## src/rtl/wdt_pkg.sv

```systemverilog
package wdt_pkg;
  localparam int PS_W = 3;

  typedef struct packed {
    logic            en;        // bit 7
    logic            clr;       // bit 6
    logic            idle_run;  // bit 5
    logic [1:0]      rsvd;      // bits 4..3, read 0
    logic [PS_W-1:0] ps;        // bits 2..0
  } wdt_cfg_t;

  localparam logic [7:0] CFG_WMASK = 8'hE7;
endpackage

```

## src/rtl/wdt_cfg_reg.sv

```systemverilog
module wdt_cfg_reg
  import wdt_pkg::*;
(
  input  logic     clk,
  input  logic     rst_n,
  input  logic     ext_rst_i,
  input  logic     tick_i,
  input  logic     we_i,
  input  logic [7:0] wdata_i,
  output wdt_cfg_t cfg_o
);
  wdt_cfg_t cfg_q;

  always_ff @(posedge clk or negedge rst_n) begin
    if (!rst_n) begin
      cfg_q <= '0;
    end else if (ext_rst_i) begin
      cfg_q <= '0;
    end else if (we_i) begin
      cfg_q <= wdt_cfg_t'(wdata_i & CFG_WMASK);
    end else if (tick_i && cfg_q.clr) begin
      cfg_q.clr <= 1'b0;
    end
  end

  assign cfg_o = cfg_q;


  clrw_self_clear_chk: assert property (@(posedge clk) disable iff (!rst_n)
    (cfg_q.clr && tick_i && !we_i) |=> !cfg_q.clr);


  ext_clear_cfg_chk: assert property (@(posedge clk) disable iff (!rst_n)
    ext_rst_i |=> (cfg_q == '0));
endmodule

```

## src/rtl/wdt_prescaler.sv

```systemverilog
module wdt_prescaler #(
  parameter int PS_W = 3
) (
  input  logic            clk,
  input  logic            rst_n,
  input  logic            clr_i,
  input  logic            step_i,
  input  logic [PS_W-1:0] ps_i,
  output logic            carry_o
);
  localparam int PRE_W = 2 ** PS_W;

  logic [PRE_W-1:0] cnt_q;
  logic [PRE_W-1:0] lim;

  always_comb begin
    lim = '0;
    for (int i = 0; i < PRE_W; i++) begin
      if (i <= int'(ps_i)) lim[i] = 1'b1;
    end
  end

  assign carry_o = step_i && (cnt_q >= lim);

  always_ff @(posedge clk or negedge rst_n) begin
    if (!rst_n) begin
      cnt_q <= '0;
    end else if (clr_i) begin
      cnt_q <= '0;
    end else if (carry_o) begin
      cnt_q <= '0;
    end else if (step_i) begin
      cnt_q <= cnt_q + 1'b1;
    end
  end


  pre_hold_chk: assert property (@(posedge clk) disable iff (!rst_n)
    (!step_i && !clr_i) |=> $stable(cnt_q));


  pre_clear_chk: assert property (@(posedge clk) disable iff (!rst_n)
    clr_i |=> (cnt_q == '0));
endmodule

```

## src/rtl/wdt_timer.sv

```systemverilog
module wdt_timer #(
  parameter int TMR_W = 14
) (
  input  logic clk,
  input  logic rst_n,
  input  logic clr_i,
  input  logic inc_i,
  output logic ovf_o
);
  logic [TMR_W-1:0] cnt_q;

  assign ovf_o = inc_i && (&cnt_q);

  always_ff @(posedge clk or negedge rst_n) begin
    if (!rst_n) begin
      cnt_q <= '0;
    end else if (clr_i) begin
      cnt_q <= '0;
    end else if (inc_i) begin
      cnt_q <= cnt_q + 1'b1;
    end
  end


  ovf_wrap_chk: assert property (@(posedge clk) disable iff (!rst_n)
    ovf_o |=> (cnt_q == '0));
endmodule

```

## src/rtl/prescaled_wdt.sv

```systemverilog
module prescaled_wdt
  import wdt_pkg::*;
#(
  parameter int TMR_W = 14
) (
  input  logic       clk,
  input  logic       rst_n,
  input  logic       tick_i,
  input  logic       idle_i,
  input  logic       ext_rst_i,
  input  logic       cfg_we_i,
  input  logic [7:0] cfg_wdata_i,
  output logic [7:0] cfg_rdata_o,
  output logic       tmo_flag_o,
  output logic       wdt_rst_o
);
  wdt_cfg_t cfg;
  logic     clr, step, carry, ovf;
  logic     flag_q, rst_q;

  wdt_cfg_reg u_cfg (
    .clk       (clk),
    .rst_n     (rst_n),
    .ext_rst_i (ext_rst_i),
    .tick_i    (tick_i),
    .we_i      (cfg_we_i),
    .wdata_i   (cfg_wdata_i),
    .cfg_o     (cfg)
  );

  assign clr  = ext_rst_i || (tick_i && cfg.clr);
  assign step = tick_i && !cfg.clr && !ext_rst_i && !(idle_i && !cfg.idle_run);

  wdt_prescaler #(.PS_W(PS_W)) u_pre (
    .clk     (clk),
    .rst_n   (rst_n),
    .clr_i   (clr),
    .step_i  (step),
    .ps_i    (cfg.ps),
    .carry_o (carry)
  );

  wdt_timer #(.TMR_W(TMR_W)) u_tmr (
    .clk   (clk),
    .rst_n (rst_n),
    .clr_i (clr),
    .inc_i (carry),
    .ovf_o (ovf)
  );

  always_ff @(posedge clk or negedge rst_n) begin
    if (!rst_n) begin
      flag_q <= 1'b0;
      rst_q  <= 1'b0;
    end else begin
      rst_q <= ovf && cfg.en;
      if (clr)      flag_q <= 1'b0;
      else if (ovf) flag_q <= 1'b1;
    end
  end

  assign cfg_rdata_o = cfg;
  assign tmo_flag_o  = flag_q;
  assign wdt_rst_o   = rst_q;


  rst_pulse_width_chk: assert property (@(posedge clk) disable iff (!rst_n)
    wdt_rst_o |=> !wdt_rst_o);


  rst_needs_enable_chk: assert property (@(posedge clk) disable iff (!rst_n)
    $rose(wdt_rst_o) |-> $past(cfg.en));


  rst_with_flag_chk: assert property (@(posedge clk) disable iff (!rst_n)
    wdt_rst_o |-> tmo_flag_o);


  flag_sticky_chk: assert property (@(posedge clk) disable iff (!rst_n)
    (tmo_flag_o && !clr) |=> tmo_flag_o);
endmodule

```

## config.mk

```make
export PLATFORM = sky130hd
export DESIGN_NAME = prescaled_wdt
export DESIGN_NICKNAME = d
export VERILOG_FILES = /design/src/rtl/wdt_pkg.sv /design/src/rtl/wdt_cfg_reg.sv /design/src/rtl/wdt_prescaler.sv /design/src/rtl/wdt_timer.sv /design/src/rtl/prescaled_wdt.sv
export SDC_FILE = /design/constraint.sdc
export NUM_CORES = 1
export LEC_CHECK = 0
export ABC_AREA = 0
export CORE_AREA = 5 5 77 79
export DETAILED_ROUTE_END_ITERATION = 12
export DIE_AREA = 0 0 82 84
export DONT_BUFFER_PORTS = 1
export GPL_TIMING_DRIVEN = 1
export HOLD_SLACK_MARGIN = 0.06
export SYNTH_ARGS = -nofsm -noshare
export SYNTH_HDL_FRONTEND = slang
export SYNTH_HIERARCHICAL = 1
export SYNTH_SLANG_ARGS = --single-unit
```

## constraint.sdc

```tcl
create_clock -name clk -period 3.3 [get_ports clk]
set_input_delay 0.33 -clock clk [delete_from_list [all_inputs] [get_ports clk]]
set_output_delay 0.33 -clock clk [all_outputs]
set_load 0.005 [all_outputs]
```

==> impl_metrics.ini, run 1 <==
[timing]
setup_viol = 0
maxSlewViolCount = 0
fin_ws_ns = 0.540
finalSetupTns_ns = 0
clock_skew_ns = 0.00638
min_period_over_period_pct = 83.6
rsz0062_at_grt = no
worst_slew_pin_slew_ns = 0.619
fmax_mhz = 362
whs_ns = 0.105
fin_crit_ns = 2.76
hold_viol = 0
relSlewSlack_pct = 58.7

[critical_path]
cp-start-kind = flip-flop
cpMaxStageDelayCell = dfrtp_1
critPathCaptureType = flip-flop
crit_family = simple AND/OR/NAND/NOR gates
crit_required_ns = 3.46
critical_path_arrival_ns = 2.92
path_max_fanout = 14
path_buf_inv = 0
critPathMaxStageDelay_ns = 0.50
path_cells = o21ai_0 > ha_1 > a21oi_1 > o21ai_0 > a21oi_1 > nor2b_1 > nand4_4 > nor4_2 > mux2_1
critPathKind = reg2reg

[clock_network]
clk_path_buf_depth = 2
clk_root_buffer_cell = clkbuf_8
clk_pin_slew_ns = 0.06
numCtsBuffers = 5
cts_sinks = 30
htreeDepth = 2
cts_tree = yes
clock_latency_ns = 0.28

[logic_synthesis]
ys_seq_area_share_pct = 43.3
synth_top_area_share_pct = 43.3
yosys_most_used_dff = dfrtp_1
synth_edf_count = 0
async_reset_ff_share_pct = 100
synth.top_cells.by_area = dfrtp_1, ha_1, nand2_1
netlist_instances = 171
yosys.area.top_type = dfrtp_1
syn_area_per_cell_um2 = 10.1
synth.distinct_cells = 43
ys_warn_count = 6
synth-seq-cells = 30
synth_area_mm2 = 0.00173

[routing]
routed_wl_mm = 3.26
viasPerCell = 5.07
dr.pass1.iters = 4
ant_nets = 0
num_vias = 1262
drc = 0
wl_per_cell_um = 13.1
drtIter0Drc = 52

[power]
pwr-share-seq_pct = 46.7
clockPowerShare_pct = 46.1
switching_share_pct = 22.7
power_frac_comb_pct = 7.3
power.density_mw_per_mm2 = 426
vdd_drop_max_v = 0.000276
p_int_w = 0.000639
p_sw_w = 0.000188
p_leak_nw = 0.832

[run]
maxCapViolations = 0

[final_layout]
multiInputGateArea_um2 = 936
mostFrequentLayoutCells = dfrtp_1, nand2_1, nor2_1
final_core_util_pct = 36.8
fillerInstances = 541
antennaDiodeCount = 0
layout.cells.non_filler = 249
regArea_um2 = 751
finalNetCount = 200
final_common_cell = dfrtp_1
area_delta_synth_final_pct = 12.1
drive_gt1_share_pct = 14.1

[placement]
place_ws_ns = 0.480
dp_hpwl_mm = 2.26
portBuffers = 0
place.gp.congestion = 0.722
dp_cells = 240

[grt]
antenna_found_initial = 0
grt.total_usage_pct = 10.9
grt_max_degree = 31
grt_overflow = 0
grt_pass1_vias = 1242
grt_pass1_wl_mm = 5.85

[floorplan]
pin_count = 24
start_util_pct = 32.9
die_h_um = 84
dieWidth_um = 82
dieArea_mm2 = 0.00689
core.rowCount = 27
coreArea_mm2 = 0.00527

[run_status]
status = complete, no violations

[min_path]
min_path_type = in2reg
sequential cells by signal, summed over array words and instances (netlist names):
| name | count |
|---|---|
| u_tmr/cnt_q | 14 |
| u_pre/cnt_q | 8 |
| u_cfg/cfg_o | 6 |
| tmo_flag_o | 1 |
| wdt_rst_o | 1 |
per-stage QoR:
step	instance area (um2)	power, W
final	1940	0.000826
after global routing	1940	0.000863
after CTS	1940	0.000841
after detailed placement	1800	0.000442
after global placement	1800	0.000441
after floorplan	1740	0.000435
cell usage after synthesis, drive strengths merged (3+ instances only):
cell type  number
o21ai           8
or4             4
o311ai          3
a21oi          15
dfrtp          30
ha              9
nand4           7
or3             4
nor2           16
buf             5
xor2            3
mux2i           6
nand3           9
nor2b           3
and2            3
nand2          20
o31ai           6
logic make-up after synthesis:
logic type	share of synthesized area, %
other	0.216
multiplexers	4.12
flip-flops	43.3
XOR/XNOR	2.02
buffers and inverters	2.89
AO/OA/AOI/OAI	16.5
adder cells (fa/ha/maj)	6.50
AND/OR/NAND/NOR	24.5
power by group through the flow:
stage / Clock (W) / Combinational [W] / Sequential (W)
after global placement: 0 / 0.0000488 / 0.000393
after global routing: 0.000407 / 0.0000681 / 0.000387
after floorplan: 0 / 0.0000457 / 0.000390
final: 0.000381 / 0.0000600 / 0.000386
after detailed placement: 0 / 0.0000497 / 0.000393
after CTS: 0.000394 / 0.0000614 / 0.000386
timing repair:
action / 4_1_cts / 5_1_grt
hold endpoints to repair: 30 / 0
setup endpoints to repair: 0 / 0
gates resized for setup: 0 / 0
buffers inserted: 0 / 0
hold buffers: 2 / 0
area by class of cell:
class | instances | share of cell area, %
timing repair buffer | 4 | 2.32
multi-input combinational | 134 | 48.2
tap | 72 | 4.64
clock buffer | 6 | 4.25
inverter | 2 | 0.387
sequential | 30 | 38.7
clock inverter | 1 | 1.55
layer usage:
| layer | share of wire [%] | routed length, um | GRT usage (%) | up-vias |
|---|---|---|---|---|
| met5 | 0 | 0 | 0 | - |
| met4 | 1.4 | 47 | 4.83 | 0 |
| met3 | 3.4 | 111 | 3.35 | 6 |
| met2 | 46 | 1500 | 15.7 | 14 |
| met1 | 49 | 1600 | 14.7 | 606 |
| li1 | - | - | - | 636 |
path summary, 6_finish.rpt:
path                                       startpoint  depth (start not counted)  slack [ns]                     endpoint
max in group asynchronous                       rst_n                          2        2.64   u_cfg/cfg_o[1]$_DFFE_PN0P_
max reg2reg                u_cfg/cfg_o[2]$_DFFE_PN0P_                          9        0.54  u_tmr/cnt_q[13]$_DFFE_PN0P_
max                        u_cfg/cfg_o[2]$_DFFE_PN0P_                          9        0.54  u_tmr/cnt_q[13]$_DFFE_PN0P_
min reg2reg                    tmo_flag_o$_DFFE_PN0P_                          2        0.53       tmo_flag_o$_DFFE_PN0P_
min in group asynchronous                       rst_n                          2        0.49   u_tmr/cnt_q[6]$_DFFE_PN0P_
min                                         ext_rst_i                          1        0.11   u_cfg/cfg_o[7]$_DFFE_PN0P_
No activity file was read; power rests on OpenSTA's default activity.
==> run 2: changes to the inputs <==
Clock period 3.3 ns to 2.35 ns, I/O delays scaled along.
==> run 2 against run 1 <==
Count of clock-buffer cells in the layout stayed put. Fmax is 19% higher. Via count is 13% higher. Highest routed layer unchanged. Power is 47% higher. Critical path depth is 1 higher. Core utilization is 6.2 points higher. Largest cell class unchanged. Die area stayed put. Combinational power is 130% higher. Critical path type unchanged. Non-clock buffer count is 29 higher. Final cell count is 12% higher.
==> impl_metrics.ini, run 2 (synthesis results as in run 1) <==
[grt]
met3_usage_pct = 3.46
grtUsageMet1_pct = 15.7
grt_pass1_wl_mm = 6.49
grt_util_met2_pct = 18.9
grt_max_degree = 31
grt.busiest_layer = met2
antenna_found_initial = 0
grt.total_usage_pct = 12.2
grt_overflow = 0
grt_pass1_vias = 1411

[power]
vdd_drop_max_v = 0.000445
power.density_mw_per_mm2 = 536
p_leak_nw = 1.01

[critical_path]
r2r_end = u_tmr/cnt_q[12]$_DFFE_PN0P_
crit_required_ns = 2.57
ff2ff_path_depth = 10
crit_top_cell = a21oi_2
cp-start-kind = flip-flop
path_cells = buf_6 > nor2_4 > ha_1 > nand2_1 > o21ai_2 > a21oi_2 > nor2b_4 > nand4_4 > or4_4 > a21oi_2
critical_path_arrival_ns = 2.53
path_max_fanout = 7
critPathKind = reg2reg
critPathMaxStageDelay_ns = 0.57
cpMaxStageDelayCell = or4_4
critPathCaptureType = flip-flop
path_buf_inv = 1
r2r_setup_slack_ns = 0.04
crit_family = simple AND/OR/NAND/NOR gates
r2r-start = u_cfg/cfg_o[2]$_DFFE_PN0P_

[placement]
place_ws_ns = -0.137
dp_hpwl_mm = 2.42
place.gp.congestion = 0.802
dp_cells = 262
portBuffers = 0

[routing]
routed_wl_mm = 3.94
drtIter0Drc = 75
wl_per_cell_um = 14.1
num_vias = 1424
dr.pass1.iters = 4
viasPerCell = 5.10
drc = 0
ant_nets = 0

[floorplan]
pin_count = 24
dieWidth_um = 82
core.rowCount = 27
start_util_pct = 32.9
die_h_um = 84
dieArea_mm2 = 0.00689
coreArea_mm2 = 0.00527

[final_layout]
final_common_cell = buf_4
finalNetCount = 230
mostFrequentLayoutCells = buf_4, dfrtp_1, nand2_1
antennaDiodeCount = 0
largest_register = u_tmr/cnt_q
layout.cells.non_filler = 279
drive_gt1_share_pct = 34.8
area_delta_synth_final_pct = 30.8
largest_reg_flops = 14

[min_path]
min_path_type = in2reg
hold_depth = 2
hold_end = u_cfg/cfg_o[6]$_DFFE_PN0P_
worstHoldStart = cfg_wdata_i[6]

[timing]
fin_ws_ns = 0.0354
rsz0062_at_grt = yes
maxSlewViolCount = 0
fin_crit_ns = 2.31
hold_viol = 0
min_period_over_period_pct = 98.5
fmax_mhz = 432
setup_viol = 0
clock_skew_ns = 0.00855

[clock_network]
cts_tree = yes
clk_path_buf_depth = 2
clock_latency_ns = 0.29
htreeDepth = 2
cts_sinks = 30
clk_pin_slew_ns = 0.07
clk_root_buffer_cell = clkbuf_8
numCtsBuffers = 5

[run_status]
status = complete, no violations

[run]
maxCapViolations = 0
run 2: cell types whose count changed in the layout (fill, tap and decap cells not counted), sizes merged:
cell         delta
buf            +28
dlygate4sd3     +1
nand4           +1
run 2: power breakdown:
| part | total [W] | internal (W) | switching (W) |
|---|---|---|---|
| Combinational | 0.000139 | 0.0000661 | 0.0000725 |
| Clock | 0.000538 | 0.000339 | 0.000199 |
| Sequential | 0.000540 | 0.000526 | 0.0000137 |
| Total | 0.00122 | 0.000931 | 0.000285 |
run 2: cell type report:
type,instances,area (um2)
Multi-Input combinational cell,135,1030
Timing Repair Buffer,33,273
Clock inverter,1,30.0
Tap cell,72,90.1
Fill cell,510,3000
Inverter,2,7.51
Sequential cell,30,754
Clock buffer,6,82.6
run 2: timing repair:
action                                  4_1_cts  5_1_grt
pin swaps                                     1       10
resized for setup                             4       19
buffers inserted                              1        5
endpoints found under the hold margin        36        0
endpoints found under the setup margin        9       12
hold buffers                                  3        0
gates cloned                                  1        0
run 2: worst max path at each step:
stage | from | end | slack (ns) | depth (start not counted)
2_1_floorplan | u_cfg/cfg_o[1]$_DFFE_PN0P_ | u_tmr/cnt_q[13]$_DFFE_PN0P_ | 0.06 | 11
3_3_place_gp | u_cfg/cfg_o[2]$_DFFE_PN0P_ | u_tmr/cnt_q[12]$_DFFE_PN0P_ | -0.13 | 9
3_5_place_dp | u_cfg/cfg_o[2]$_DFFE_PN0P_ | u_tmr/cnt_q[12]$_DFFE_PN0P_ | -0.14 | 9
4_1_cts | u_cfg/cfg_o[1]$_DFFE_PN0P_ | u_tmr/cnt_q[12]$_DFFE_PN0P_ | 0.007 | 9
5_1_grt | u_cfg/cfg_o[2]$_DFFE_PN0P_ | u_tmr/cnt_q[12]$_DFFE_PN0P_ | -0.05 | 10
6_report | u_cfg/cfg_o[2]$_DFFE_PN0P_ | u_tmr/cnt_q[12]$_DFFE_PN0P_ | 0.04 | 10
run 2: metrics by stage:
stage	cell area [um2]	hold WS, ns	total power (W)	utilization (%)	setup TNS [ns]
2_1_floorplan	1750	-0.0606	0.000613	-	0
3_3_place_gp	1970	-0.0586	0.000649	37.4	-0.704
3_5_place_dp	1970	-0.0586	0.000651	37.4	-0.828
4_1_cts	2150	0.0802	0.00122	40.8	0
5_1_grt	2270	0.0874	0.00127	43.0	-0.199
6_report	2270	0.0885	0.00122	43.0	0
run 2: layer usage:
metal | vias up | routed length [um]
met5 | - | 0
met4 | 0 | 29
met3 | 3 | 100
met2 | 17 | 1990
met1 | 706 | 1830
li1 | 698 | -
==> run 3: changes to the inputs <==
==> constraint.sdc (replaced) <==
create_clock -name clk -period 2.35 [get_ports clk]
set_input_delay 0.47 -clock clk [delete_from_list [all_inputs] [get_ports clk]]
set_output_delay 0.47 -clock clk [all_outputs]
set_load 0.005 [all_outputs]
==> run 3 against run 2 <==
Fmax is 0.36% lower. Combinational power is 6% lower. Worst hold slack gained 0.15 ns. Die area unchanged.
==> impl_metrics.ini, run 3 (synthesis results as in run 1) <==
[placement]
place.gp.congestion = 0.804
place_area_mm2 = 0.00197
dp_hpwl_mm = 2.53
portBuffers = 0

[final_layout]
final_core_util_pct = 41.6
antennaDiodeCount = 0
final_common_cell = buf_4
finalNetCount = 230
largest_reg_flops = 14
area_delta_synth_final_pct = 26.4
mostFrequentLayoutCells = buf_4, dfrtp_1, nand2_1
largest_register = u_tmr/cnt_q
drive_gt1_share_pct = 34.3
final_area_mm2 = 0.00219

[timing]
rsz0062_at_grt = yes
setup_viol = 0
min_period_over_period_pct = 98.9
worst_slew_pin_slew_ns = 0.517
maxSlewViolCount = 0
fin_crit_ns = 2.32
whs_ns = 0.241
hold_viol = 0
fmax_mhz = 430
clock_skew_ns = 0.00798
relSlewSlack_pct = 65.4

[critical_path]
cpMaxStageDelayCell = or4_4
cp-start-kind = flip-flop
critical_path_arrival_ns = 2.54
critPathCaptureType = flip-flop
path_max_fanout = 7
critPathMaxStageDelay_ns = 0.55
path_cells = a21oi_1 > ha_1 > buf_4 > a21oi_4 > o21ai_2 > a21oi_1 > nor2b_1 > buf_4 > nand4_4 > or4_4 > a21oi_2
crit_required_ns = 2.57
critPathKind = reg2reg

[routing]
ant_nets = 0
drc = 0
viasPerCell = 5.10
routed_wl_mm = 3.68
num_vias = 1424
drtIter0Drc = 55
wl_per_cell_um = 13.2
dr.pass1.iters = 4

[power]
power.density_mw_per_mm2 = 488
p_leak_nw = 0.981
vdd_drop_max_v = 0.000255

[grt]
antenna_found_initial = 0
grt_pass1_wl_mm = 6.27
grt.total_usage_pct = 11.6
grt_pass1_vias = 1363
grt_max_degree = 31
grt_overflow = 0

[clock_network]
htreeDepth = 2
clk_path_buf_depth = 2
numCtsBuffers = 5
clk_pin_slew_ns = 0.06
cts_sinks = 30
clk_root_buffer_cell = clkbuf_8
cts_tree = yes
clock_latency_ns = 0.29

[floorplan]
core.rowCount = 27
die_h_um = 84
dieArea_mm2 = 0.00689
pin_count = 24
coreArea_mm2 = 0.00527
start_util_pct = 32.9
dieWidth_um = 82

[run]
maxCapViolations = 0

[run_status]
status = complete, no violations

[min_path]
min_path_type = in2reg
run 3: cell count changes in the layout (fill, tap and decap cells not counted), sizes merged:
cell,delta
dlygate4sd3,-1
clkinv,+2
buf,+1
clkbuf,-1
bufinv,-1
run 3: cell type report:
type	instances	area [um2]
fillers	531	3080
multi-input cells	135	993
flip-flops and latches	30	754
repair buffers	33	267
well taps	72	90.1
clock buffers	5	68.8
clock inverters	2	10.0
inverters	2	7.51
run 3: path summary, 6_finish.rpt:
kind	slack (ns)	cells after the start	start	to
max reg2reg	0.03	11	u_cfg/cfg_o[1]$_DFFE_PN0P_	u_tmr/cnt_q[12]$_DFFE_PN0P_
max	0.03	11	u_cfg/cfg_o[1]$_DFFE_PN0P_	u_tmr/cnt_q[12]$_DFFE_PN0P_
min	0.24	1	ext_rst_i	u_cfg/cfg_o[6]$_DFFE_PN0P_
min in group asynchronous	0.62	2	rst_n	u_tmr/cnt_q[6]$_DFFE_PN0P_
min reg2reg	0.54	2	tmo_flag_o$_DFFE_PN0P_	tmo_flag_o$_DFFE_PN0P_
max in group asynchronous	1.54	2	rst_n	u_cfg/cfg_o[1]$_DFFE_PN0P_
run 3: repair_timing:
item,4_1_cts,5_1_grt
endpoints found under the hold margin,30,0
resized for setup,3,14
hold buffers,2,0
setup buffers,4,3
cloned,1,0
endpoints found under the setup margin,8,10
pin swaps,1,4
run 3: through the flow:
stage / power (W) / setup slack [ns] / setup TNS (ns) / cells
after floorplan: 0.000613 / 0.0565 / 0 / 172
after global placement: 0.000648 / -0.0907 / -0.404 / 262
after detailed placement: 0.000650 / -0.122 / -0.688 / 262
after CTS: 0.00107 / 0.0216 / 0 / 276
after global routing: 0.00112 / -0.0842 / -0.392 / 279
final: 0.00107 / 0.0270 / 0 / 279
run 3: per-layer routing:
| layer | share of wire [%] | GRT usage, % | vias to the layer above |
|---|---|---|---|
| met1 | 47 | 14.7 | 704 |
| met2 | 49 | 18.1 | 16 |
| li1 | - | - | 697 |
| met5 | 0 | 0 | - |
| met3 | 2.9 | 3.56 | 7 |
| met4 | 1.5 | 4.53 | 0 |
run 3: worst max-delay path, delay by kind of cell, from the launching register on:
kind	cells	cell delay, ns
adders and majority gates	1	0.30
buffers and inverters	2	0.29
AOI/OAI and AO/OA	5	0.43
and+or+nand+nor	3	0.79
DFF	1	0.44
run 3: where the power goes:
part	leakage, nW	switching, W	total (W)	internal (W)
combinational	0.527	0.0000669	0.000131	0.0000636
clock	0.0438	0.000201	0.000399	0.000198
sequential	0.410	0.0000133	0.000539	0.000526
total	0.981	0.000281	0.00107	0.000788
